### config.mk
export PLATFORM = sky130hd
export DESIGN_NAME = sup_wdog
export DESIGN_NICKNAME = d
export VERILOG_FILES = /design/src/rtl/sup_wdog.sv
export SDC_FILE = /design/constraint.sdc
export NUM_CORES = 1
export LEC_CHECK = 0
export BUFFER_PORTS_ARGS = -buffer_cell sky130_fd_sc_hd__clkbuf_2
export CAP_MARGIN = 20
export CORE_MARGIN = 5
export CORE_UTILIZATION = 51
export CTS_CLUSTER_DIAMETER = 150
export CTS_CLUSTER_SIZE = 25
export DETAILED_ROUTE_END_ITERATION = 10
export MAX_ROUTING_LAYER = met4
export PLACE_DENSITY_LB_ADDON = 0.1
export SYNTH_ARGS = -nofsm -noshare
export SYNTH_HDL_FRONTEND = slang
export SYNTH_SLANG_ARGS = --single-unit
### constraint.sdc
create_clock -name clk -period 1.7 [get_ports clk]
set_input_delay 0.085 -clock clk [delete_from_list [all_inputs] [get_ports clk]]
set_output_delay 0.085 -clock clk [all_outputs]
set_load 0.005 [all_outputs]
### src/rtl/sup_wdog.sv
module sup_wdog #(
  parameter int TWD      = 90,
  parameter int REL_CYC  = 20,
  parameter int RECH_CYC = 5
) (
  input  logic clk,
  input  logic rst,
  input  logic supply_ok,
  input  logic inhibit_n,
  input  logic beat,
  output logic rst_n_o
);
  localparam int HOLD_CYC = (TWD / 9 < 1) ? 1 : TWD / 9;
  localparam int IGN_CYC  = (TWD / 10 < 1) ? 1 : TWD / 10;
  localparam int MAX_A    = (TWD > REL_CYC) ? TWD : REL_CYC;
  localparam int MAX_C    = (MAX_A > RECH_CYC) ? MAX_A : RECH_CYC;
  localparam int CW       = $clog2(MAX_C + 1);

  typedef enum logic [2:0] {S_WAIT, S_RUN, S_RECH, S_HOLD, S_INH} st_t;

  st_t         st;
  logic [CW-1:0] cnt;
  logic        beat_q;
  logic        kick;

  assign kick    = beat & ~beat_q;
  assign rst_n_o = supply_ok & (st == S_RUN || st == S_RECH || st == S_INH);

  always_ff @(posedge clk) beat_q <= beat;

  always_ff @(posedge clk) begin
    if (rst || !supply_ok) begin
      st  <= S_WAIT;
      cnt <= '0;
    end else if (st != S_WAIT && st != S_INH && !inhibit_n) begin
      st  <= S_INH;
      cnt <= '0;
    end else begin
      case (st)
        S_WAIT:
          if (cnt == CW'(REL_CYC - 1)) begin
            st  <= inhibit_n ? S_RUN : S_INH;
            cnt <= '0;
          end else cnt <= cnt + 1'b1;
        S_RUN:
          if (kick && cnt >= CW'(IGN_CYC)) begin
            st  <= S_RECH;
            cnt <= '0;
          end else if (cnt == CW'(TWD - 1)) begin
            st  <= S_HOLD;
            cnt <= '0;
          end else cnt <= cnt + 1'b1;
        S_RECH:
          if (cnt == CW'(RECH_CYC - 1)) begin
            st  <= S_RUN;
            cnt <= '0;
          end else cnt <= cnt + 1'b1;
        S_HOLD:
          if (cnt == CW'(HOLD_CYC - 1)) begin
            st  <= S_RUN;
            cnt <= '0;
          end else cnt <= cnt + 1'b1;
        S_INH:
          if (inhibit_n) begin
            st  <= S_RUN;
            cnt <= '0;
          end
        default: begin
          st  <= S_WAIT;
          cnt <= '0;
        end
      endcase
    end
  end
endmodule


Word level (Yosys, flattened, before mapping)
Index checks and enable logic that the tools add are counted.
- bits in registers: 11
- bits of input ports: 5
- word-level logic and storage cells: 57
- multiplexer cells: 16
- order comparisons: 1
- reduce and logical (&&, ||, !) cells: 13
- equality and inequality tests: 19
- add/sub/neg operators: 1
- bitwise gates (word level): 3
- operator list (kind ; number):
    two-way mux 7 bit ; 6
    case mux 7 bit (5 select lines) ; 1
    two-way mux 3 bit ; 8
    case mux 3 bit (5 select lines) ; 1
    AND reduction 5 bit ; 2
    inequality test 3 bit, second input constant ; 3
    adder 7 x 1 -> 7 bit, second input constant ; 1
    == test 7 x 3 -> 1 bit, second input constant ; 1
    == test 7 x 4 -> 1 bit, second input constant ; 1
    == test 7 x 5 -> 1 bit, second input constant ; 1
    == test 7 bit, second input constant ; 1
    >= comparator 7 x 4 -> 1 bit, second input constant ; 1
    == test 3 x 2 -> 1 bit, second input constant ; 2
    inequality test 2 bit, second input constant ; 3
    inequality test 3 x 1 -> 1 bit, second input constant ; 2
    inequality test 4 x 1 -> 1 bit, second input constant ; 1
    == test 3 x 1 -> 1 bit, second input constant ; 1
    == test 3 bit, second input constant ; 1
    logical AND 1 bit ; 3
    logical NOT 3 bit ; 1
    logical OR 1 bit ; 3
    inequality test 3 x 2 -> 1 bit, second input constant ; 1
    nonzero test 3 bit ; 1
    AND 1 bit ; 2
    other kinds (4) ; 5

Logic depth before layout (Yosys ltp)
Gate-level depths: netlist of run 1.
- depth after elaboration: 6
- mapped depth: 8
- depth with buffers taken out: 7

Worst setup path after synthesis of run 1
No wires, ideal clock.
- kind: register to register
- from: register cnt[0]
- to: register st[1]
- slack: -0.085 ns
- stages on the path, launching flop included: 7
- arrival time: 1.708 ns
- path buffers: 0
- cells stage by stage: dfxtp_1 ha_1 nor2b_1 a31oi_1 o221a_1 or4_1 a21oi_1
- cells in the longest elaborated chain, start to end: 4
- elaborated cells between the ends (all ways): 13
- classes of those cells: order compare (1); eq/ne (8); mux (2); reduce/logical (2)
- ends and longest elaborated chain (item ; line ; source):
    start, declared ; 22 ; logic [CW-1:0] cnt;
    start signal, assigned ; 44 ; end else cnt <= cnt + 1'b1;
    start signal, assigned ; 52 ; end else cnt <= cnt + 1'b1;
    start signal, assigned ; 57 ; end else cnt <= cnt + 1'b1;
    >= comparator 7 x 4 -> 1 bit ; 46 ; if (kick && cnt >= CW'(IGN_CYC)) begin
    logical AND 1 bit ; 46 ;
    inequality test 3 x 1 -> 1 bit (no source line) / two-way mux 3 bit (equally long branches) ; n/a ;
    AND reduction 5 bit (no source line) / case mux 3 bit (5 select lines) (equally long branches) ; n/a ;
    end signal, assigned ; 42 ; st <= inhibit_n ? S_RUN : S_INH;
    end, declared ; 21 ; st_t st;
Parallel ways exist; a longest one is shown, timed or not.
A chain may end at the register's enable or synchronous reset.

Final worst setup path of run 1
- from: register cnt[1]
- to: register st[1]
Same word-level chain as after synthesis.

==> results of run 1 <==
-- logic make-up (layout without fill, tap and decap cells) --
family	Yosys count	in the layout	synth area share, %
xor+xnor	1	1	1.13
fa+ha+maj	3	3	4.86
flops	11	11	28.5
buf+inv	11	31	9.89
simple gates	43	43	30.8
compound gates	29	29	24.8
-- sequential cells by signal (all words and copies together) (netlist names) --
name	cells
beat_q	1
cnt	7
st	3
-- report_power, final --
group / total [uW] / internal (uW) / switching [uW] / leakage (uW)
logic: 40.1 / 20.2 / 19.9 / 0.000269
registers: 265 / 260 / 4.92 / 0.0000906
clock network: 186 / 90.6 / 95.5 / 0.0000150
total: 491 / 370 / 120 / 0.000375
-- worst paths after layout --
check	slack, ns	end	cells past startpoint
setup reg to reg	-0.11	st[1]	8
hold / removal	0.03	st[2]	2
setup / recovery	-0.11	st[1]	8
hold reg to reg	0.51	cnt[1]	2
-- layout by cell type (no fill, tap or decap), types with 2 or more instances in the layout --
master / instances
o22ai_1: 3
and2_1: 3
o21ai_0: 3
nand2_1: 12
nor3_1: 4
ha_2: 2
dfxtp_4: 2
a21oi_2: 2
clkbuf_2: 5
clkbuf_4: 3
and2b_1: 2
buf_4: 13
o21ai_1: 2
inv_1: 3
buf_6: 3
dfxtp_1: 9
nor2_1: 7
a21oi_1: 6
nor2b_1: 3
a31oi_1: 4
or3_1: 2
-- routing by layer --
layer	up-vias	track usage [%]	wire length (um)	part of all wire [%]
met1	378	20.2	948	45
met3	6	3.98	100	4.8
met4	0	4.48	39	1.9
met5	-	-	0	0
li1	394	-	-	-
met2	24	30.2	1000	48
-- through the flow --
stage          setup slack, ns  instance area (um^2)  instances
2_1_floorplan           0.0103                   779         98
3_3_place_gp           -0.0302                   880        128
3_5_place_dp           -0.0603                   880        128
4_1_cts                -0.0481                   947        133
5_1_grt                 -0.168                  1010        134
6_report                -0.108                  1010        134
-- layout make-up --
| cell class | count | share of cell area, % |
|---|---|---|
| Tap cell | 16 | 1.98 |
| Inverter | 5 | 2.11 |
| Sequential cell | 11 | 22.6 |
| Timing Repair Buffer | 22 | 16.5 |
| Clock buffer | 4 | 2.60 |
| Multi-Input combinational cell | 76 | 54.3 |
-- worst max-delay path, stage by stage (launching register included) --
cell and delay [ns]:
dfxtp_4 0.37, inv_4 0.06, ha_4 0.12, and2b_1 0.15
a41o_1 0.20, a21oi_2 0.08, buf_6 0.13, or4_4 0.51
a21oi_2 0.13
-- repair_timing --
| item | 4_1_cts | 5_1_grt |
|---|---|---|
| cloned | 0 | 1 |
| resized for setup | 7 | 15 |
| pin swaps | 0 | 12 |
| hold buffers | 1 | 0 |
| hold endpoints to repair | 1 | 0 |
| endpoints found under the setup margin | 3 | 9 |
==> metrics.md, run 1 <==
| Metric | Value |
|---|---|
| Reg2reg start | `cnt[1]` |
| Least-Margin Pin Slew | `between 0.3 and 0.4 ns` |
| Core Area | `roughly 1500 um^2` |
| Initial antenna violation count | `0` |
| Outcome | `complete, but fails checks` |
| GRT Overall Usage | `17.5%` |
| CTS Root Buffer Type | `clkbuf_4` |
| Vias in the first global route | `~770` |
| Syn Inst Count | `just under 100` |
| Top Ports | `6` |
| Final setup vio count | `3` |
| Final Power | `~490 uW` |
| Max-cap viol count | `0` |
| Failing checks | `negative setup slack` |
| Worst-skew pair later-pin latency | `0.27 ns` |
| Setup bufs post-CTS | `0` |
| Number of distinct library cells after synthesis | `35` |
| DRC viols | `0` |
| Sequential cell area fraction in the yosys report | `between 20% and 30%` |
| Multi-input gate area | `548 um^2` |
| Final Cycle Share | `106%` |
| Crit-path max FO | `4` |
| Core Rows | `14` |
| DR pass1 iterations | `4` |
| Syn_nets | `106` |
| Final wirelength | `2.09 mm` |
| Min Tclk post-route | `1.81 ns` |
| Vias | `between 800 and 900` |
| TritonCTS clock tree | `yes` |
| Ant. Diodes | `0` |
| Top post-synthesis cells by area | `dfxtp_1 (29%), buf_6 (5.8%), nand2_1 (5.8%), ha_1 (4.9%), a21oi_1 (4.5%)` |
| First-pass GRT wire length | `about 3.3 mm` |
| CTS Buffer Depth | `2` |
| Register area | `228 um^2` |
| WS Path Type | `reg -> reg` |
| Critical Path End Type | `flip-flop` |
| Worst vdd ir | `352 uV` |
| FF+latch count, synth | `11` |
| Via density | `5.99` |
| Syn_area_per_cell | `7.88 um^2` |
| Hold Path Class | `in -> reg` |
| Initial Util | `a little over half` |
| Setup crit start kind | `flip-flop` |
| Final core occ | `68.6%` |
| Most frequent cell after synthesis | `nand2_1` |
| Data arrival, critical path | `2.01 ns` |
| Dominant synthesized flop cell | `dfxtp_1` |
| Area Growth Syn to Fin | `30.8%` |
| Worst hold slack | `0.0313 ns` |
| Slew HR | `~77%` |
| Worst EP required | `1.91 ns` |
| PD cells | `486 nW/um^2` |
| Max-slew violation count | `0` |
| WL/cell | `approximately 16 um` |
| Skew final | `0.00312 ns` |
| Dominant cell type by area after synthesis | `dfxtp_1` |
| H-tree lvl count | `1` |
| Die Y | `48.9 um` |
| Post-synthesis async set-or-reset flop share | `0%` |
| Layout cells sized above 1 | `between 30% and 40%` |
| Die ar. | `between 2000 and 2500 um^2` |
| NumNets Final | `127` |
| Peak Freq | `553 MHz` |
| Crit path from | `cnt[1]` |
| Largest net degree at the start of global routing | `11` |
| Hold Startpoint | `inhibit_n` |
| LEAKAGE | `0.000375 uW` |
| Synth top area share | `28.5%` |
| Worst Setup Slack, final | `-0.108 ns` |
| List of most frequent post-synthesis cells | `nand2_1 (12), dfxtp_1 (11), a21oi_1 (7), nor2_1 (7)` |
| Total negative slack | `-0.223 ns` |
| Remaining antenna violation count after routing | `0` |
| Reg clk slew, reported paths | `approximately 0.080 ns` |
| Post-synth EDFFs | `0` |
| Fillcell total | `132` |
| Endpoints failing hold | `0` |
| Routability Congestion | `0.811` |
| HPWL Detailed | `about 1.4 mm` |
| Netlist Area Pre-Place | `772 um^2` |
| Iter 0 DRT Violations | `16` |
| Ys Warns | `0` |
| Port Buf Inserts | `5` |
| TritonCTS Buffers | `3` |
| Die width | `48.9 um` |
| Grt total ovfl | `0` |
| Unrepaired setup endpoints after global routing | `yes` |
| CTS sink cnt | `11` |
No activity file was read; power rests on OpenSTA's default activity.
==> inputs of run 2 (changes only) <==
CORE_AREA = 5 5 42 44   (was unset)
CORE_MARGIN = unset   (was 5)
CORE_UTILIZATION = unset   (was 51)
CTS_BUF_LIST = sky130_fd_sc_hd__clkbuf_8   (was unset)
CTS_CLUSTER_SIZE = unset   (was 25)
DIE_AREA = 0 0 47 49   (was unset)
clock period = 1.8 ns   (was 1.7 ns; I/O delays follow)
==> metrics.md, run 2 (synthesis gave the netlist of run 1 again) <==
| Metric | Value |
|---|---|
| Clk network pwr share | `46.3% (+8.4 points)` |
| TritonCTS clock tree | `yes` |
| Ant. Diodes | `0 (unchanged)` |
| Die width | `47 um (-3.9%)` |
| DRC viols | `0 (unchanged)` |
| H-tree lvl count | `1 (unchanged)` |
| Area Growth Syn to Fin | `26.9%` |
| Logic gate share of total power | `6.6% (-1.6 points)` |
| Via density | `5.91 (-1.2%)` |
| Biggest register | `cnt` |
| Core Area | `1400 um^2 (-4.8%)` |
| Routability Congestion | `0.818 (+0.85%)` |
| PD cells | `542 nW/um^2 (+11%)` |
| Worst vdd ir | `564 uV (+60%)` |
| GRT Overall Usage | `17.7% (+0.21 points)` |
| Max-cap viol count | `0 (unchanged)` |
| Die Y | `49 um (+0.19%)` |
| Worst hold slack | `0.0920 ns (+0.0607 ns)` |
| GR Util met1 | `20.7% (+0.52 points)` |
| HPWL Detailed | `1.36 mm (-0.29%)` |
| Crit path from | `cnt[1]` |
| First-pass GRT wire length | `2.92 mm (-12%)` |
| Routing usage on met3 | `4.80% (+0.82 points)` |
| Data arrival, critical path | `1.92 ns (-0.09 ns)` |
| Iter 0 DRT Violations | `32 (+16)` |
| Top Ports | `6 (unchanged)` |
| Vias | `792 (-1.2%)` |
| Flop pwr share | `47.1% (-6.8 points)` |
| Worst-skew pair later-pin latency | `0.24 ns (-0.03 ns)` |
| Reg clk slew, reported paths | `0.05 ns (-0.03 ns)` |
| Initial antenna violation count | `0 (unchanged)` |
| Port Buf Inserts | `5 (unchanged)` |
| Least-Margin Pin Slew | `0.355 ns (+0.0159 ns)` |
| Hold Path Class | `in -> reg` |
| Vias in the first global route | `672 (-12%)` |
| Initial Util | `55.1% (+2.6 points)` |
| Pre-CTS setup slack | `-0.0262 ns (+0.0341 ns)` |
| Max FFs per register | `7 (unchanged)` |
| Outcome | `finished, final reports clean` |
| Min Tclk post-route | `1.75 ns (-0.0631 ns)` |
| Grt total ovfl | `0 (unchanged)` |
| Slowest stage cell, crit path | `or4_1` |
| Hold Startpoint | `inhibit_n` |
| WL/cell | `14.8 um (-4.9%)` |
| WP buf/inv | `1 (-1)` |
| Crit-path max FO | `4 (unchanged)` |
| WS Path Type | `reg -> reg` |
| Setup crit start kind | `flip-flop` |
| Int Power | `414 uW (+12%)` |
| GR Layer Usage met2 | `28.5% (-1.7 points)` |
| Skew final | `0.00611 ns (+0.00300 ns)` |
| Top Registers | `cnt: 7 flops, st: 3 flops, beat_q: 1 flops` |
| NumNets Final | `127 (unchanged)` |
| Worst EP required | `1.98 ns (+0.07 ns)` |
| Endpoints failing hold | `0 (unchanged)` |
| Final wirelength | `1.99 mm (-4.9%)` |
| TritonCTS Buffers | `3 (unchanged)` |
| Worst Setup Slack, final | `0.0550 ns (+0.163 ns)` |
| Slew HR | `76.1% (-1.3 points)` |
| Die ar. | `2300 um^2 (-3.7%)` |
| Critical Path End Type | `flip-flop` |
| Most frequent cells in the layout | `buf_4 (14), nand2_1 (12), dfxtp_1 (8), nor2_1 (7), a21oi_1 (7)` |
| Core Rows | `14 (unchanged)` |
| Final Cycle Share | `96.9% (-9.4 points)` |
| GR peak layer | `met2` |
| Max-slew violation count | `0 (unchanged)` |
| Layout cells sized above 1 | `28.8% (-5.9 points)` |
| Largest net degree at the start of global routing | `11 (unchanged)` |
| DR pass1 iterations | `4 (unchanged)` |
| CTS Root Buffer Type | `clkbuf_8` |
| Final setup vio count | `0 (-3)` |
| Reg2reg start | `cnt[1]` |
| Most common cell after layout, fill and taps aside | `buf_4` |
| Remaining antenna violation count after routing | `0 (unchanged)` |
| CTS sink cnt | `11 (unchanged)` |
| CTS Buffer Depth | `2 (unchanged)` |
| LEAKAGE | `0.000391 uW (+4.3%)` |
| Cell breakdown of the critical path | `inv_1 > ha_1 > and2b_1 > a31oi_1 > o221a_1 > or4_1 > a21oi_1` |
| Switching Power | `117 uW (-3.1%)` |
| CP delay by family, top | `simple AND/OR/NAND/NOR gates` |
| Switching Fraction | `22.0% (-2.6 points)` |
| Max stage delay on crit path | `0.51 ns (about the same)` |
| Peak Freq | `573 MHz (+3.6%)` |
-- run 2: cell types whose count changed in the layout (fill, tap and decap cells not counted), sizes merged --
cell | before | now
inv | 5 | 6
clkbuf | 9 | 8
-- run 2: timing repair --
| item | 4_1_cts | 5_1_grt |
|---|---|---|
| pin swaps | 0 | 1 |
| gates resized for setup | 2 | 10 |
| hold buffers | 1 | 0 |
| setup buffers | 0 | 2 |
| endpoints found under the hold margin | 1 | 0 |
| setup endpoints to repair | 3 | 7 |
-- run 2: final cells by class --
class	instances	area, um^2
clock buffer	3	41.3
clock inverter	1	3.75
fill	110	422
inverter	5	18.8
multi-input combinational	76	507
sequential	11	226
tap	16	20.0
timing repair buffer	22	163
-- run 2: metal layers --
metal,routed length [um],vias up
li1,-,393
met1,864,370
met2,992,25
met3,105,4
met4,25,0
met5,0,-
-- run 2: metrics by stage --
step	utilization (%)	total power, uW	setup TNS [ns]	cells	area (um^2)
after floorplan	-	273	0	98	772
after global placement	61.7	286	0	127	865
after detailed placement	61.7	287	-0.0262	127	865
after CTS	66.3	534	0	132	928
after global routing	69.9	562	-0.0522	134	980
final	69.9	531	0	134	980
-- run 2: power groups by stage --
stage	Combinational, uW	Clock [uW]	Sequential (uW)
3_3_place_gp	30.8	0	255
6_report	34.9	246	250
5_1_grt	38.6	273	251
2_1_floorplan	17.8	0	255
4_1_cts	33.9	250	251
3_5_place_dp	31.4	0	255
-- run 2: final timing paths --
check | slack, ns | end | cells after the start
worst min-delay path | 0.09 | st[2] | 2
worst min register to register | 0.53 | cnt[5] | 2
worst max register to register | 0.05 | st[1] | 7
worst max-delay path | 0.05 | st[1] | 7
==> inputs of run 3 (changes only) <==
CORE_AREA = unset   (was 5 5 42 44)
CORE_MARGIN = 5   (was unset)
CORE_UTILIZATION = 58   (was unset)
DIE_AREA = unset   (was 0 0 47 49)
MAX_ROUTING_LAYER = unset   (was met4)
==> metrics.md, run 3 (synthesis gave the netlist of run 1 again) <==
| Metric | Value |
|---|---|
| Reg2reg start | `cnt[0]` |
| Core Area | `1280 um^2 (-8.3%)` |
| Core Rows | `13 (-1)` |
| GRT Overall Usage | `20.2% (+2.5 points)` |
| Peak Freq | `575 MHz (+0.28%)` |
| Top Ports | `6 (unchanged)` |
| Crit-path max FO | `6 (+2)` |
| Final core occ | `74.0% (+4.1 points)` |
| Final wirelength | `1.91 mm (-4.1%)` |
| Min Tclk post-route | `1.74 ns (-0.00482 ns)` |
| Setup crit start kind | `flip-flop` |
| Largest net degree at the start of global routing | `11 (unchanged)` |
| Unrepaired setup endpoints after global routing | `yes` |
| NumNets Final | `123 (-3.1%)` |
| Top Registers | `cnt: 7 flops, st: 3 flops, beat_q: 1 flops` |
| Max FFs per register | `7 (unchanged)` |
| Hold Startpoint | `inhibit_n` |
| Crit Reg-Reg Endpoint | `st[1]` |
| Final Cycle Share | `96.7% (-0.27 points)` |
| Die ar. | `2160 um^2 (-6.2%)` |
| CTS Buffer Depth | `2 (unchanged)` |
| Initial Util | `60.1% (+5.0 points)` |
| Hold Path Class | `in -> reg` |
| Die Y | `46.5 um (-5.1%)` |
| Via density | `6.02 (+1.9%)` |
| Max-slew violation count | `0 (unchanged)` |
| Worst-skew pair later-pin latency | `0.25 ns (about the same)` |
| Iter 0 DRT Violations | `15 (-53%)` |
| Worst EP required | `1.99 ns (about the same)` |
| DR pass1 iterations | `4 (unchanged)` |
| TritonCTS Buffers | `3 (unchanged)` |
| Ant. Diodes | `0 (unchanged)` |
| TritonCTS clock tree | `yes` |
| Initial antenna violation count | `0 (unchanged)` |
| LEAKAGE | `0.000362 uW (-7.5%)` |
| Die width | `46.5 um (-1.1%)` |
| Area Growth Syn to Fin | `23.2%` |
| PD cells | `567 nW/um^2 (+4.6%)` |
| H-tree lvl count | `1 (unchanged)` |
| Max-cap viol count | `0 (unchanged)` |
| Reg clk slew, reported paths | `0.06 ns (about the same)` |
| Setup bufs post-CTS | `0 (unchanged)` |
| Least-Margin Pin Slew | `0.252 ns (-0.103 ns)` |
| Biggest register | `cnt` |
| Most frequent cells in the layout | `nand2_1 (12), buf_4 (12), dfxtp_1 (8), nor2_1 (7), a21oi_1 (6)` |
| DRC viols | `0 (unchanged)` |
| Skew final | `0.00951 ns (+0.00340 ns)` |
| Outcome | `finished, final reports clean` |
| Fillcell total | `104 (-5.5%)` |
| CTS Root Buffer Type | `clkbuf_8` |
| Slew HR | `83.1% (+7.0 points)` |
| CTS sink cnt | `11 (unchanged)` |
| Data arrival, critical path | `1.93 ns (about the same)` |
| Worst Reg-to-Reg Cells | `6 (-1)` |
| Remaining antenna violation count after routing | `0 (unchanged)` |
| Critical Path End Type | `flip-flop` |
| WL/cell | `14.8 um (-0.36%)` |
| R2R setup slack | `0.06 ns (about the same)` |
| Worst vdd ir | `558 uV (-1.1%)` |
| Vias | `777 (-1.9%)` |
| Grt total ovfl | `0 (unchanged)` |
| Port Buf Inserts | `5 (unchanged)` |
| Routability Congestion | `0.814 (-0.49%)` |
| Final Power | `539 uW (+1.6%)` |
| Final setup vio count | `0 (unchanged)` |
| Hold Path Stages | `2 (unchanged)` |
| Hold EP | `st[2]` |
| Vias in the first global route | `675 (+0.45%)` |
| Layout cells sized above 1 | `29.8% (+1.0 points)` |
| Endpoints failing hold | `0 (unchanged)` |
| HPWL Detailed | `1.32 mm (-3.1%)` |
| WS Path Type | `reg -> reg` |
| First-pass GRT wire length | `3.02 mm (+3.3%)` |
## run 3: cell count changes in the layout (fill, tap and decap cells not counted), moves of 2 or more
| cell | before | now |
|---|---|---|
| buf_4 | 14 | 12 |
| buf_6 | 2 | 0 |
| ha_1 | 3 | 1 |
| ha_2 | 0 | 2 |
## run 3: cell type report
type	count	area (um^2)	share of cell area (%)
multi-input cells	76	514	54.1
flip-flops and latches	11	229	24.1
repair buffers	18	125	13.2
clock buffers	3	41.3	4.34
inverters	5	18.8	1.97
well taps	15	18.8	1.97
clock inverters	1	3.75	0.395
## run 3: worst max-delay path by stage
| stage | slack (ns) | endpoint | start |
|---|---|---|---|
| 2_1_floorplan | 0.01 | st[1] | cnt[0] |
| 3_3_place_gp | 0.03 | cnt[4] | cnt[1] |
| 3_5_place_dp | -0.02 | st[1] | cnt[0] |
| 4_1_cts | 0.0004 | st[1] | cnt[1] |
| 5_1_grt | -0.03 | st[1] | cnt[1] |
| 6_report | 0.06 | st[1] | cnt[0] |
## run 3: worst max-delay path: stages (launching register included)
cell	delay, ns
dfxtp_4	0.37
ha_2	0.20
nor2b_4	0.15
a31oi_1	0.07
o221a_1	0.26
or4_4	0.51
a21oi_2	0.12
## run 3: routing by layer
| metal | wire length, um | global-route usage (%) | vias up |
|---|---|---|---|
| met5 | 0 | 0 | - |
| met4 | 44 | 11.9 | 0 |
| met3 | 120 | 3.52 | 5 |
| met2 | 907 | 33.0 | 23 |
| met1 | 835 | 24.4 | 361 |
| li1 | - | - | 388 |
## run 3: metrics by stage
step	setup TNS, ns	hold slack, ns	instances	setup WS (ns)	area (um^2)
floorplan	0	0.118	98	0.0148	772
global placement	0	0.205	124	0.0329	848
detailed placement	-0.0194	0.214	124	-0.0194	848
CTS	0	0.0623	129	0.000445	915
global route	-0.0379	0.0735	129	-0.0263	951
finish	0	0.0648	129	0.0598	951
## run 3: power by group
group	internal, uW	leakage, uW	total, uW	switching, uW
logic	16.8	0.000244	34.7	17.8
registers	246	0.0000912	250	4.08
clock network	150	0.0000269	255	104
## run 3: what timing repair did
action                     4_1_cts  5_1_grt
hold buffers                     1        0
pin swaps                        0        3
gates resized for setup          3       12
setup endpoints to repair        3        9
hold endpoints to repair         1        0
